--- src/rtl/ackdec_pkg.sv ---
package ackdec_pkg;

  typedef enum logic [2:0] {
    ST_IDLE  = 3'd0,
    ST_MADDR = 3'd1,
    ST_SADDR = 3'd2,
    ST_CTRL  = 3'd3,
    ST_LEN   = 3'd4,
    ST_DATA  = 3'd5
  } ackdec_state_e;

  typedef enum logic [2:0] {
    FLD_NONE  = 3'd0,
    FLD_SADDR = 3'd1,
    FLD_CTRL  = 3'd2,
    FLD_LEN   = 3'd3,
    FLD_DATA  = 3'd4
  } ackdec_field_e;

  // codes that name an operation this station knows
  function automatic logic code_known(input logic [3:0] c);
    case (c)
      4'h0, 4'h3, 4'h4, 4'h5, 4'h6, 4'h7,
      4'hA, 4'hB, 4'hE, 4'hF: code_known = 1'b1;
      default:                code_known = 1'b0;
    endcase
  endfunction

  // codes refused to foreign masters while a lock is held
  function automatic logic code_lock_guarded(input logic [3:0] c);
    case (c)
      4'h3, 4'h6, 4'h7, 4'hA, 4'hB, 4'hE, 4'hF: code_lock_guarded = 1'b1;
      default:                                  code_lock_guarded = 1'b0;
    endcase
  endfunction

endpackage

--- src/rtl/ackdec_collect.sv ---
module ackdec_collect #(
  parameter int SHW = 12,
  parameter int CW  = $clog2(SHW + 1)
) (
  input  logic           clk,
  input  logic           rst_n,
  input  logic           restart,
  input  logic           take,
  input  logic           bit_in,
  input  logic [CW-1:0]  width,
  output logic           last,
  output logic           par_ok,
  output logic [SHW-1:0] value
);

  logic [CW-1:0]  cnt_q;
  logic [SHW-1:0] shreg_q;
  logic           par_q;

  // the bit taken when the count equals the field width is the parity bit
  assign last   = take && (cnt_q == width);
  assign par_ok = ~(par_q ^ bit_in);
  assign value  = shreg_q;

  always_ff @(posedge clk or negedge rst_n) begin
    if (!rst_n) begin
      cnt_q   <= '0;
      shreg_q <= '0;
      par_q   <= 1'b0;
    end else if (restart) begin
      cnt_q   <= '0;
      shreg_q <= '0;
      par_q   <= 1'b0;
    end else if (take) begin
      if (last) begin
        cnt_q   <= '0;
        shreg_q <= '0;
        par_q   <= 1'b0;
      end else begin
        cnt_q   <= cnt_q + 1'b1;
        shreg_q <= {shreg_q[SHW-2:0], bit_in};
        par_q   <= par_q ^ bit_in;
      end
    end
  end


  cnt_range_chk: assert property (@(posedge clk) disable iff (!rst_n)
    cnt_q <= CW'(SHW));

endmodule

--- src/rtl/ackdec_lock.sv ---
module ackdec_lock #(
  parameter int AW = 12
) (
  input  logic          clk,
  input  logic          rst_n,
  input  logic          set_i,
  input  logic          rel_i,
  input  logic [AW-1:0] owner_in,
  output logic          locked,
  output logic [AW-1:0] owner
);

  always_ff @(posedge clk or negedge rst_n) begin
    if (!rst_n) begin
      locked <= 1'b0;
      owner  <= '0;
    end else if (rel_i) begin
      locked <= 1'b0;
      owner  <= '0;
    end else if (set_i) begin
      locked <= 1'b1;
      owner  <= owner_in;
    end
  end


  lock_release_chk: assert property (@(posedge clk) disable iff (!rst_n)
    rel_i |=> !locked);


  lock_load_chk: assert property (@(posedge clk) disable iff (!rst_n)
    (set_i && !rel_i) |=> (locked && owner == $past(owner_in)));

endmodule

--- src/rtl/ackdec_judge.sv ---
module ackdec_judge
  import ackdec_pkg::*;
#(
  parameter int AW = 12
) (
  input  logic [3:0]    code,
  input  logic [AW-1:0] master,
  input  logic          locked,
  input  logic [AW-1:0] owner,
  input  logic          rx_empty,
  input  logic          tx_empty,
  output logic          refuse
);

  logic undefined, write_busy, read_dry, lock_denied, lock_absent;

  always_comb begin
    undefined   = !code_known(code);
    write_busy  = code[3] && !rx_empty;
    read_dry    = ((code == 4'h3) || (code == 4'h7)) && tx_empty;
    lock_denied = locked && (master != owner) && code_lock_guarded(code);
    lock_absent = (code == 4'h4) && !locked;
    refuse      = undefined | write_busy | read_dry | lock_denied | lock_absent;
  end

endmodule

--- src/rtl/ackdec_unit.sv ---
module ackdec_unit
  import ackdec_pkg::*;
#(
  parameter int ADDR_W = 12,
  parameter int LEN_W  = 8,
  parameter int DATA_W = 8
) (
  input  logic              clk,
  input  logic              rst_n,
  input  logic [ADDR_W-1:0] my_addr,
  input  logic              sof,
  input  logic              bcast,
  input  logic              bit_valid,
  input  logic              bit_data,
  output logic              bit_ready,
  input  logic              tim_err,
  input  logic              rx_empty,
  input  logic              tx_empty,
  input  logic              lock_set,
  input  logic              lock_rel,
  input  logic [ADDR_W-1:0] lock_owner,
  output logic              ack_valid,
  output logic              ack_nak,
  output logic              frame_err,
  output logic [2:0]        err_field,
  output logic              frame_done
);

  localparam int CTRL_W = 4;
  localparam int SHW0   = (ADDR_W > LEN_W) ? ADDR_W : LEN_W;
  localparam int SHW    = (SHW0 > DATA_W) ? SHW0 : DATA_W;
  localparam int CW     = $clog2(SHW + 1);

  ackdec_state_e     state_q;
  ackdec_field_e     err_q;
  logic              bcast_q, mbad_q, terr_q;
  logic [ADDR_W-1:0] master_q;
  logic [LEN_W-1:0]  left_q;

  logic              take, last, par_ok, refuse, locked, nak_c, terr_now;
  logic [SHW-1:0]    value;
  logic [CW-1:0]     width;
  logic [ADDR_W-1:0] owner;
  ackdec_field_e     fld_c;

  assign bit_ready = !ack_valid;
  assign take      = bit_valid && bit_ready && (state_q != ST_IDLE) && !sof;
  assign terr_now  = terr_q | tim_err;
  assign err_field = err_q;

  always_comb begin
    case (state_q)
      ST_MADDR, ST_SADDR: width = CW'(ADDR_W);
      ST_CTRL:            width = CW'(CTRL_W);
      ST_LEN:             width = CW'(LEN_W);
      default:            width = CW'(DATA_W);
    endcase
  end

  ackdec_collect #(.SHW(SHW), .CW(CW)) u_collect (
    .clk(clk), .rst_n(rst_n), .restart(sof), .take(take), .bit_in(bit_data),
    .width(width), .last(last), .par_ok(par_ok), .value(value)
  );

  ackdec_lock #(.AW(ADDR_W)) u_lock (
    .clk(clk), .rst_n(rst_n), .set_i(lock_set), .rel_i(lock_rel),
    .owner_in(lock_owner), .locked(locked), .owner(owner)
  );

  ackdec_judge #(.AW(ADDR_W)) u_judge (
    .code(value[CTRL_W-1:0]), .master(master_q), .locked(locked), .owner(owner),
    .rx_empty(rx_empty), .tx_empty(tx_empty), .refuse(refuse)
  );

  always_comb begin
    nak_c = !par_ok || terr_now;
    fld_c = FLD_DATA;
    case (state_q)
      ST_SADDR: begin
        nak_c = nak_c || mbad_q || (!bcast_q && (value[ADDR_W-1:0] != my_addr));
        fld_c = FLD_SADDR;
      end
      ST_CTRL: begin
        nak_c = nak_c || refuse;
        fld_c = FLD_CTRL;
      end
      ST_LEN:  fld_c = FLD_LEN;
      default: fld_c = FLD_DATA;
    endcase
  end

  always_ff @(posedge clk or negedge rst_n) begin
    if (!rst_n) begin
      state_q    <= ST_IDLE;
      err_q      <= FLD_NONE;
      bcast_q    <= 1'b0;
      mbad_q     <= 1'b0;
      terr_q     <= 1'b0;
      master_q   <= '0;
      left_q     <= '0;
      ack_valid  <= 1'b0;
      ack_nak    <= 1'b0;
      frame_err  <= 1'b0;
      frame_done <= 1'b0;
    end else begin
      ack_valid  <= 1'b0;
      frame_err  <= 1'b0;
      frame_done <= 1'b0;
      if (sof) begin
        state_q <= ST_MADDR;
        bcast_q <= bcast;
        mbad_q  <= 1'b0;
        terr_q  <= 1'b0;
      end else begin
        if (state_q != ST_IDLE && tim_err) terr_q <= 1'b1;
        if (last) begin
          terr_q <= 1'b0;
          if (state_q == ST_MADDR) begin
            master_q <= value[ADDR_W-1:0];
            mbad_q   <= !par_ok || terr_now;
            state_q  <= ST_SADDR;
          end else begin
            ack_valid <= 1'b1;
            ack_nak   <= nak_c;
            if (nak_c && !bcast_q) begin
              state_q   <= ST_IDLE;
              frame_err <= 1'b1;
              err_q     <= fld_c;
            end else begin
              case (state_q)
                ST_SADDR: state_q <= ST_CTRL;
                ST_CTRL:  state_q <= ST_LEN;
                ST_LEN: begin
                  if (value[LEN_W-1:0] == '0) begin
                    state_q    <= ST_IDLE;
                    frame_done <= 1'b1;
                  end else begin
                    left_q  <= value[LEN_W-1:0];
                    state_q <= ST_DATA;
                  end
                end
                default: begin
                  if (left_q == LEN_W'(1)) begin
                    state_q    <= ST_IDLE;
                    frame_done <= 1'b1;
                  end
                  left_q <= left_q - 1'b1;
                end
              endcase
            end
          end
        end
      end
    end
  end


  abort_with_nak_chk: assert property (@(posedge clk) disable iff (!rst_n)
    frame_err |-> (ack_valid && ack_nak));


  abort_goes_idle_chk: assert property (@(posedge clk) disable iff (!rst_n)
    frame_err |-> (state_q == ST_IDLE));


  bcast_no_abort_chk: assert property (@(posedge clk) disable iff (!rst_n)
    frame_err |-> !bcast_q);


  ack_single_chk: assert property (@(posedge clk) disable iff (!rst_n)
    ack_valid |=> !ack_valid);


  ack_follows_bit_chk: assert property (@(posedge clk) disable iff (!rst_n)
    $rose(ack_valid) |-> $past(bit_valid));


  done_err_excl_chk: assert property (@(posedge clk) disable iff (!rst_n)
    $onehot0({frame_err, frame_done}));

endmodule

--- config.mk ---
export PLATFORM = sky130hd
export DESIGN_NAME = ackdec_unit
export DESIGN_NICKNAME = d
export VERILOG_FILES = /design/src/rtl/ackdec_pkg.sv /design/src/rtl/ackdec_collect.sv /design/src/rtl/ackdec_lock.sv /design/src/rtl/ackdec_judge.sv /design/src/rtl/ackdec_unit.sv
export SDC_FILE = /design/constraint.sdc
export NUM_CORES = 1
export LEC_CHECK = 0
export ABC_CLOCK_PERIOD_IN_PS = 3000
export BUFFER_PORTS_ARGS = -buffer_cell sky130_fd_sc_hd__buf_2
export CELL_PAD_IN_SITES_DETAIL_PLACEMENT = 0
export CELL_PAD_IN_SITES_GLOBAL_PLACEMENT = 1
export CORE_MARGIN = 1
export CORE_UTILIZATION = 46
export DETAILED_ROUTE_END_ITERATION = 6
export GPL_TIMING_DRIVEN = 0
export PLACE_DENSITY_LB_ADDON = 0.1
export SLEW_MARGIN = 10
export SYNTH_ARGS = -nofsm -noshare
export SYNTH_HDL_FRONTEND = slang
export SYNTH_HIERARCHICAL = 1
export SYNTH_SLANG_ARGS = --single-unit
--- constraint.sdc ---
create_clock -name clk -period 3 [get_ports clk]
set_input_delay 0.3 -clock clk [delete_from_list [all_inputs] [get_ports clk]]
set_output_delay 0.3 -clock clk [all_outputs]
set_load 0.02 [all_outputs]
==> qor.yml <==
outcome: "complete, no violations"
finalCritPeriodShare: 0.928
worstPathRequired_ps: 3220
intPower_w: 0.00140
grt_max_degree: 46
cts_tree: "done"
fin_crit_ps: 2780
core_sq_mm: 0.00741
final_max_slew_viol_count: 0
hold_viol: 0
ant_nets: 0
wire_per_inst_um: 15.9
drc: 0
fmax_mhz: 359
wl_um: 8100
start_util: 0.488
sequentialPowerShare: 0.472
syn_to_final_growth_pct: 17.7
synth_xor_area_frac: 0.0796
peakVddDrop_mv: 0.310
skew_ps: 13.8
clockBufferDepth: 2
cts.sinks: 63
routed_via_density: 5.36
p_leak_nw: 1.93
synth_cell_types: 71
diodes: 0
worstSetupStartpointType: "register"
synth_compound_area_frac: 0.130
hp-class: "primary input to register"
ys.flop_type: "dfrtp_1"
crit_fanout: 10
setup.worst_path.class: "register to register"
finalSetupViolations: 0
netlist_area_sq_mm: 0.00362
relSlewSlack: 0.525
die_y_um: 90.7
reg2reg_slack_ps: 220
synth_top_family_by_area: "simple AND/OR/NAND/NOR gates"
tightest_slew_ps: 712
instances_no_fill: 508
vias: 2724
power.switching_w: 0.000462
clk_latency_ps: 340
firstDrtPassIters: 4
cts_made_buffers: 9
synth.area.mux_share: 0.0847
async_reset_ff_frac: 1.00
p_clk_frac: 0.441
maxCapViolCount: 0
yosys_warnings: 6
dp.final_hpwl_um: 5990
synth_seq_cells: 63
overflow: 0
swShare: 0.248
synth_edf_count: 0
numPortBuffers: 40
drive_above_1_share: 0.306
placedCellCount: 486
cts.reportedPaths.clkPinSlew_ps: 80
cts_max_level: 3
die_area_sq_mm: 0.00822
endpoint_kind: "register"
grt_pass1_wl_um: 14000
powerDensity_mw_per_mm2: 438
power_w: 0.00187
syn_avg_cell_area_sq_um: 10.5
antenna_found_initial: 0
combPwrFrac: 0.087
synthAdderAreaFrac: 0.0208
gr-usage-all-layers: 0.217
drt_iter0_drc: 129
cp.arrival_ps: 3010
die_w_um: 90.7
whs_ps: 144
syn_inst: 344
yosysSeqAreaShare: 0.436
synth-simple-area-share: 0.192
num_io_pins: 43
grt_pass1_vias: 2770
rows: 31
gp_congestion: 0.868
nets: 445
clock-root-buffer: "clkbuf_8"
path summary, 6_finish.rpt:
check | cells past startpoint | to | startpoint
min reg2reg | 1 | err_field[0] | err_field[0]
max reg2reg | 12 | left_q[7] | state_q[2]
max | 12 | left_q[7] | state_q[2]
min in group asynchronous | 2 | err_field[0] | rst_n
min | 2 | u_lock/owner[11] | lock_rel
max in group asynchronous | 3 | u_lock/owner[9] | rst_n
repair_timing:
action | CTS | global route
endpoints found under the hold margin | 18 | 0
gates resized for setup | 1 | 2
hold buffers | 1 | 0
buffers inserted | 0 | 5
pin swaps | 0 | 2
setup endpoints to repair | 18 | 18
stage by stage:
step	utilization	setup slack (ps)	instance area, sq um	TNS (ps)
detailed placement	0.537	-116	3980	-477
global placement	0.533	-128	3950	-604
global route	0.575	-6.39	4260	-6.39
floorplan	-	363	3620	0
CTS	0.569	0.351	4210	0
finish	0.575	215	4260	0
final cells by class:
class | instances | area, sq um
Inverter | 12 | 48.8
Multi-Input combinational cell | 254 | 1860
Buffer | 17 | 155
Timing Repair Buffer | 47 | 278
Tap cell | 99 | 124
Fill cell | 681 | 3150
Clock inverter | 7 | 97.6
Clock buffer | 9 | 124
Sequential cell | 63 | 1580
cells in the mapped netlist, types with 3 or more instances:
cell type | instances | area share
dfrtp_1 | 63 | 0.44
nor2_1 | 33 | 0.034
nand2_1 | 27 | 0.028
xnor2_1 | 17 | 0.041
a21oi_1 | 16 | 0.022
xor2_1 | 14 | 0.034
mux2i_1 | 13 | 0.036
o21ai_1 | 13 | 0.018
a21oi_2 | 10 | 0.024
inv_1 | 9 | 0.0093
mux2_1 | 9 | 0.028
nand3_2 | 9 | 0.025
buf_6 | 6 | 0.019
ha_1 | 6 | 0.021
nand3_1 | 6 | 0.0083
nand4_1 | 5 | 0.0086
and3_1 | 4 | 0.0069
buf_2 | 4 | 0.0055
mux2_2 | 4 | 0.012
nor3_1 | 4 | 0.0055
o21ai_0 | 4 | 0.0055
a22oi_1 | 3 | 0.0062
a31oi_1 | 3 | 0.0052
nand2b_1 | 3 | 0.0052
nor4_2 | 3 | 0.010
logic make-up (layout without fill, tap and decap cells):
group,Yosys count,after routing
xor gates and xnor gates,32,32
AOI/OAI and AO/OA,68,68
DFF,63,63
muxes,28,28
other,1,3
and+or+nand+nor,117,117
buffers and inverters,29,92
adders and majority gates,6,6
power groups by stage:
stage / Sequential, W / Clock (W) / Combinational [W]
after floorplan: 0.000892 / 0 / 0.0000951
after global placement: 0.000897 / 0 / 0.000154
after detailed placement: 0.000897 / 0 / 0.000162
after CTS: 0.000880 / 0.000840 / 0.000164
after global routing: 0.000882 / 0.000877 / 0.000182
final: 0.000880 / 0.000824 / 0.000162
critical path, cell delays in order, from the launching register on:
cell and delay [ps]:
dfrtp_1 390, buf_6 160, or3_1 150, and3_1 240, buf_4 200, clkinvlp_4 210
nor2_4 220, nor2b_1 230, nand2b_1 150, a211o_4 360, buf_6 150, o21ai_1 120
o21ai_1 80
sequential cells by signal, indices dropped and copies added (netlist names), 3 cells and up:
register	cells
err_field	3
left_q	8
master_q	12
state_q	3
u_collect/cnt_q	4
u_collect/value	12
u_lock/owner	12
cell usage in the layout (no fill, tap or decap), types with 10 or more instances in the layout:
| cell type | count |
|---|---|
| xor2_1 | 14 |
| a21oi_2 | 10 |
| a21oi_1 | 16 |
| xnor2_1 | 17 |
| mux2i_1 | 13 |
| nor2_1 | 32 |
| dfrtp_1 | 63 |
| buf_2 | 43 |
| o21ai_1 | 13 |
| nand2_1 | 27 |
per-layer routing:
metal	up-vias	routed length [um]	track usage
met5	-	0	0
met4	0	59	0.0578
met3	8	340	0.0480
met2	73	3730	0.333
met1	1321	3970	0.309
li1	1322	-	-
Power figures use the tool's default switching activity.
